`src/rtl/cpl_addsub_pkg.sv`:
```
package cpl_addsub_pkg;
    typedef enum logic {
        SYS_TWOS = 1'b0,
        SYS_ONES = 1'b1
    } num_sys_e;
endpackage

```
`src/rtl/cpl_operand_prep.sv`:
```
module cpl_operand_prep
    import cpl_addsub_pkg::*;
#(
    parameter int W = 4
) (
    input  logic [W-1:0] b_in,
    input  logic         sub_req,
    input  num_sys_e     sys,
    output logic [W-1:0] b_eff,
    output logic         cin
);
    // Negation: ones' complement inverts; twos' complement inverts and adds one via cin.
    always_comb begin
        b_eff = sub_req ? ~b_in : b_in;
        cin   = sub_req && (sys == SYS_TWOS);
    end
endmodule

```
`src/rtl/cpl_ripple.sv`:
```
module cpl_ripple #(
    parameter int W = 4
) (
    input  logic [W-1:0] a,
    input  logic [W-1:0] b,
    input  logic         cin,
    output logic [W-1:0] sum,
    output logic         c_sign,
    output logic         c_out
);
    logic [W:0] c;

    assign c[0] = cin;

    for (genvar i = 0; i < W; i++) begin : g_fa
        logic p, g;
        assign p        = a[i] ^ b[i];
        assign g        = a[i] & b[i];
        assign sum[i]   = p ^ c[i];
        assign c[i+1]   = g | (p & c[i]);
    end

    assign c_sign = c[W-1];
    assign c_out  = c[W];
endmodule

```
`src/rtl/cpl_wrap.sv`:
```
module cpl_wrap #(
    parameter int W = 4
) (
    input  logic [W-1:0] raw,
    input  logic         inc,
    output logic [W-1:0] wrapped
);
    // Incrementer chain; the raw value is at most 2^W-2 when inc=1, so no carry leaves.
    logic [W-1:0] c;

    assign c[0] = inc;

    for (genvar i = 0; i < W; i++) begin : g_ha
        assign wrapped[i] = raw[i] ^ c[i];
        if (i < W - 1) begin : g_nxt
            assign c[i+1] = raw[i] & c[i];
        end
    end
endmodule

```
`src/rtl/cpl_addsub.sv`:
```
module cpl_addsub
    import cpl_addsub_pkg::*;
#(
    parameter int W = 4
) (
    input  logic         clk,
    input  logic         rst_n,
    input  logic [W-1:0] op_a,
    input  logic [W-1:0] op_b,
    input  logic         sub_req,
    input  logic         ones_mode,
    output logic [W-1:0] res_q,
    output logic         cout_q,
    output logic         ovf_q,
    output logic         nzero_q
);
    typedef struct packed {
        logic [W-1:0] res;
        logic         cout;
        logic         ovf;
        logic         nzero;
    } out_st_t;

    num_sys_e     sys;
    logic [W-1:0] b_eff;
    logic         cin;
    logic [W-1:0] raw_sum;
    logic         c_sign;
    logic         c_top;
    logic [W-1:0] wrapped;
    logic         wrap_en;

    out_st_t st_d, st_q;

    assign sys     = num_sys_e'(ones_mode);
    assign wrap_en = (sys == SYS_ONES) && c_top;

    cpl_operand_prep #(.W(W)) u_prep (
        .b_in    (op_b),
        .sub_req (sub_req),
        .sys     (sys),
        .b_eff   (b_eff),
        .cin     (cin)
    );

    cpl_ripple #(.W(W)) u_add (
        .a      (op_a),
        .b      (b_eff),
        .cin    (cin),
        .sum    (raw_sum),
        .c_sign (c_sign),
        .c_out  (c_top)
    );

    cpl_wrap #(.W(W)) u_wrap (
        .raw     (raw_sum),
        .inc     (wrap_en),
        .wrapped (wrapped)
    );

    always_comb begin
        st_d      = '0;
        st_d.cout = c_top;
        if (sys == SYS_ONES) begin
            st_d.res   = wrapped;
            st_d.ovf   = (op_a[W-1] == b_eff[W-1]) && (wrapped[W-1] != op_a[W-1]);
            st_d.nzero = &wrapped;
        end else begin
            st_d.res   = raw_sum;
            st_d.ovf   = c_sign ^ c_top;
            st_d.nzero = 1'b0;
        end
    end

    always_ff @(posedge clk or negedge rst_n) begin
        if (!rst_n) begin
            st_q <= '0;
        end else begin
            st_q <= st_d;
        end
    end

    assign res_q   = st_q.res;
    assign cout_q  = st_q.cout;
    assign ovf_q   = st_q.ovf;
    assign nzero_q = st_q.nzero;
endmodule

```
`config.mk`:
```
export PLATFORM = sky130hd
export DESIGN_NAME = cpl_addsub
export DESIGN_NICKNAME = d
export VERILOG_FILES = /design/src/rtl/cpl_addsub_pkg.sv /design/src/rtl/cpl_operand_prep.sv /design/src/rtl/cpl_ripple.sv /design/src/rtl/cpl_wrap.sv /design/src/rtl/cpl_addsub.sv
export SDC_FILE = /design/constraint.sdc
export NUM_CORES = 1
export LEC_CHECK = 0
export ABC_AREA = 1
export BUFFER_PORTS_ARGS = -buffer_cell sky130_fd_sc_hd__buf_2
export CORE_AREA = 3 3 40 42
export CTS_CLUSTER_SIZE = 8
export DETAILED_ROUTE_END_ITERATION = 7
export DIE_AREA = 0 0 43 45
export PLACE_DENSITY = 0.62
export SYNTH_ARGS = -nofsm -noshare
export SYNTH_HDL_FRONTEND = slang
export SYNTH_SLANG_ARGS = --single-unit
export TNS_END_PERCENT = 20
```
`constraint.sdc`:
```
create_clock -name clk -period 0.8 [get_ports clk]
set_input_delay 0.08 -clock clk [delete_from_list [all_inputs] [get_ports clk]]
set_output_delay 0.08 -clock clk [all_outputs]
set_load 0.1 [all_outputs]
```
### Word-level counts from Yosys, hierarchy flattened

Index checks and enable logic that the tools add are counted.
Widths: inputs -> output; s select.

* flip-flop bits (word level): 7
* input port bits: 12
* output and inout bits: 7
* word-level logic and storage cells: 43

* equal/unequal tests: 2
* muxes and demuxes: 3
* bitwise gates (word level): 30
* reduce and logical (&&, ||, !) cells: 4

Operators by type and width (number)
* $xor 1x1->1: 13
* $and 1x1->1: 11
* $mux 4: 2
* $not 4->4: 1
* $or 1x1->1: 4
* $reduce_and 4->1: 1
* $logic_and 1x1->1: 3
* $mux 2: 1
* $eq 1x1->1: 1
* $ne 1x1->1: 1
* $not 1->1: 1

### Logic depth before layout (Yosys ltp)

* word-level depth: 19
* mapped depth: 17
* mapped depth without buffers: 16

### By module

From an unflattened synthesis, not the netlist that was laid out.

* cell total of the unflattened synthesis: 73
* area, all modules: 524.3 um^2

Modules (own cells, without submodules)
* cpl_addsub: times used 1, cells an instance 33, area each 282.8 um^2, sequential area each 175.2 um^2
* cpl_ripple: times used 1, cells an instance 14, area each 117.6 um^2, sequential area each 0.0 um^2
* cpl_operand_prep: times used 1, cells an instance 18, area each 67.6 um^2, sequential area each 0.0 um^2
* cpl_wrap: times used 1, cells an instance 8, area each 56.3 um^2, sequential area each 0.0 um^2

### Least setup slack after synthesis

OpenSTA, ideal clock, no wires.

* path kind: input to register
* start: in sub_req
* end: reg st_q (netlist bit ovf_q)
* library setup time: 120 ps
* data arrival time: 2893 ps
* required time: 680 ps
* path slack: -2213 ps
* stages on the path: 15
* path buffers: 1
* cell sequence: buf_2 > xor2_1 > fa_1 > fa_1 > fa_1 > fa_1 > nand2_1 > inv_1 > ha_1 > ha_1 > ha_1 > nand2_1 > nand3_1 > nand3_1 > nand2_1

RTL lines
* from (decl): line cpl_addsub.sv:10 `input logic sub_req,`
* to (signal assigned): line cpl_addsub.sv:79 `st_q <= st_d;`
* to (decl): line cpl_addsub.sv:33 `out_st_t st_d, st_q;`

==> results_dict.tcl <==
set metrics [dict create \
    status "finished with violations" \
    root_buffer "clkbuf_4" \
    drc_errors 0 \
    grt_overflow 0 \
    end_kind "register" \
    hold_slack_ns 0.203 \
    place_area_um2 776 \
    start_util_pct 37.7 \
    path_common_cell "fa_2" \
    crit_type "in -> reg" \
    io_pins 19 \
    fp-row-count 13 \
    cp_cell_sequence "buf_8 > xor2_2 > fa_2 > fa_2 > fa_2 > fa_2 > nand2_2 > inv_2 > ha_4 > ha_4 > ha_4 > nand2_2 > nand3_2 > nand3_2 > nand2_1" \
    numCtsBuffers 3 \
    cp_slowest_cell "fa_2" \
    postLayoutCellArea_um2 882 \
    die_area_um2 1940 \
    grt_pass1_wl_mm 1.80 \
    fin_util_pct 68.6 \
    seq_area_frac_synth_pct 36.2 \
    post-route-period-util_pct 320 \
    synth.area.top_cells "dfrtp_1, fa_1, nand2_1, ha_1, xor2_1" \
    hold_viol 0 \
    crit_fanout 3 \
    grt_use_total_pct 13.1 \
    yosysTopAreaCell "dfrtp_1" \
    die_w_um 43 \
    cp-startpoint "sub_req" \
    synth_cell_types 16 \
    drive_gt1_share_pct 59.8 \
    dp_hpwl_um 830 \
    cts_buffer_depth 2 \
    timing.fmax_ghz 0.391 \
    maxCapViolations 0 \
    setup-violations-final 14 \
    wirelength_mm 1.11 \
    slew_headroom_pct 83.5 \
    setup_ws_ns -1.76 \
    post-route-min-period_ns 2.56 \
    diodes 0 \
    die-height_um 45 \
    h-tree-depth 1 \
    cts_tree "yes" \
    ys_ff_latch 7 \
    drtIter0Drc 6 \
    yosysTopAreaCellShare_pct 36.2 \
    numPortBuffers 18 \
    cp.buffers_inverters 2 \
    drt_pass1_iterations 4 \
    hp-class "in -> async" \
    syn_to_final_growth_pct 82.2 \
    fin_nets 103 \
    critPathLaunchType "input port" \
    violations "setup timing" \
    clk_pin_slew_worst_paths_ns 0.05 \
    rsz0062_at_grt "yes" \
    grt_antenna_before_repair 0 \
    netlist_area_um2 484 \
    static-leakage-power_nw 0.422 \
    vias_per_cell 4.46 \
    synth.avg_cell_area_um2 9.31 \
    synth_nets 72 \
    cp_slowest_stage_delay_ns 0.37 \
    gp_congestion 0.747 \
    ir_drop_uv 1180 \
    grt_pass1_vias 439 \
    yosysWarnings 0 \
    report.final.slew_viol_count 0 \
    syn-instance-count 52 \
    grt_start_max_net_pins 8 \
    routedWlPerCell_um 11.4 \
    vias 433 \
    core_area_um2 1280 \
    crit_required_ns 0.93 \
    crit_family "adder cells" \
    ant_nets 0 \
    cts.sinks 7 \
    worst_pin_slew_ns 0.247 \
    powerDensity_nw_per_um2 2620 \
    arrival_ns 2.69 \
]
-- repair_timing --
action / CTS / global route
hold buffers: 1 / 0
buffers inserted: 1 / 2
hold endpoints to repair: 7 / 0
resized for setup: 11 / 2
pin swaps: 2 / 1
endpoints found under the setup margin: 14 / 14
-- layout make-up --
type / instances / area [um2]
fill: 92 / 403
multi-input combinational: 39 / 368
timing repair buffer: 27 / 275
sequential: 7 / 175
clock buffer: 4 / 26.3
inverter: 5 / 18.8
tap: 15 / 18.8
-- logic make-up after synthesis --
logic type                 count (synthesis)  share of synthesized area [%]
and+or+nand+nor                           24                           21.7
adders and majority gates                  8                           26.9
DFF                                        7                           36.2
buffers and inverters                      6                           4.91
xor gates and xnor gates                   4                           7.23
AOI/OAI and AO/OA                          3                           3.10
-- report_power, final --
part / total (mW) / leakage [nW] / switching (mW) / internal, mW
Clock: 0.310 / 0.0150 / 0.121 / 0.190
Sequential: 0.490 / 0.0857 / 0.0587 / 0.431
Combinational: 1.51 / 0.322 / 0.916 / 0.592
-- per-stage QoR --
stage / instances / TNS (ns) / total power [mW] / setup slack [ns]
6_report: 97 / -11.35 / 2.31 / -1.76
5_1_grt: 97 / -11.96 / 2.41 / -1.84
2_1_floorplan: 52 / -13.01 / 1.37 / -1.93
3_5_place_dp: 89 / -12.93 / 1.88 / -2.07
4_1_cts: 95 / -11.22 / 2.27 / -1.73
3_3_place_gp: 89 / -12.53 / 1.84 / -2.01
-- cells in the final DEF (no fill, tap or decap) --
master | netlist | layout
ha_4 | 0 | 3
nand2_1 | 18 | 13
o21ai_1 | 1 | 1
xor2_1 | 4 | 3
fa_2 | 0 | 4
clkbuf_1 | 0 | 1
inv_1 | 4 | 2
nand2_2 | 0 | 4
nor3_2 | 1 | 1
nor2_1 | 1 | 1
clkbuf_4 | 0 | 3
buf_2 | 1 | 10
o21ai_0 | 1 | 1
xor2_2 | 0 | 1
ha_1 | 4 | 1
buf_4 | 0 | 8
nor2_2 | 1 | 1
buf_12 | 0 | 7
inv_2 | 1 | 3
buf_8 | 0 | 1
nand3_2 | 0 | 2
nand2_4 | 0 | 1
a21oi_1 | 1 | 1
dfrtp_1 | 7 | 7
dlygate4sd3_1 | 0 | 1
nand3b_1 | 1 | 1
-- synth_stat cells (all sizes together) --
library cell / count
a21oi: 1
buf: 1
dfrtp: 7
fa: 4
ha: 4
inv: 5
nand2: 18
nand3: 2
nand3b: 1
nor2: 2
nor3: 1
o21ai: 2
xor2: 4
-- registers in the layout, indices dropped and copies added (netlist names) --
| register | count |
|---|---|
| ovf_q | 1 |
| cout_q | 1 |
| nzero_q | 1 |
| res_q | 4 |
-- worst max path at each step --
stage	to	slack, ns	depth (start not counted)
after global routing	ovf_q	-1.84	15
final	ovf_q	-1.76	15
after CTS	nzero_q	-1.73	13
after global placement	nzero_q	-2.01	13
after detailed placement	nzero_q	-2.07	13
after floorplan	nzero_q	-1.93	13
-- per-layer routing --
metal / track usage (%) / vias up / part of all wire (%)
met1: 11.9 / 185 / 32
li1: - / 220 / -
met4: 9.64 / 0 / 2.0
met3: 3.19 / 4 / 9.1
met2: 25.1 / 24 / 57
met5: 0 / - / 0
Power figures use the tool's default switching activity.
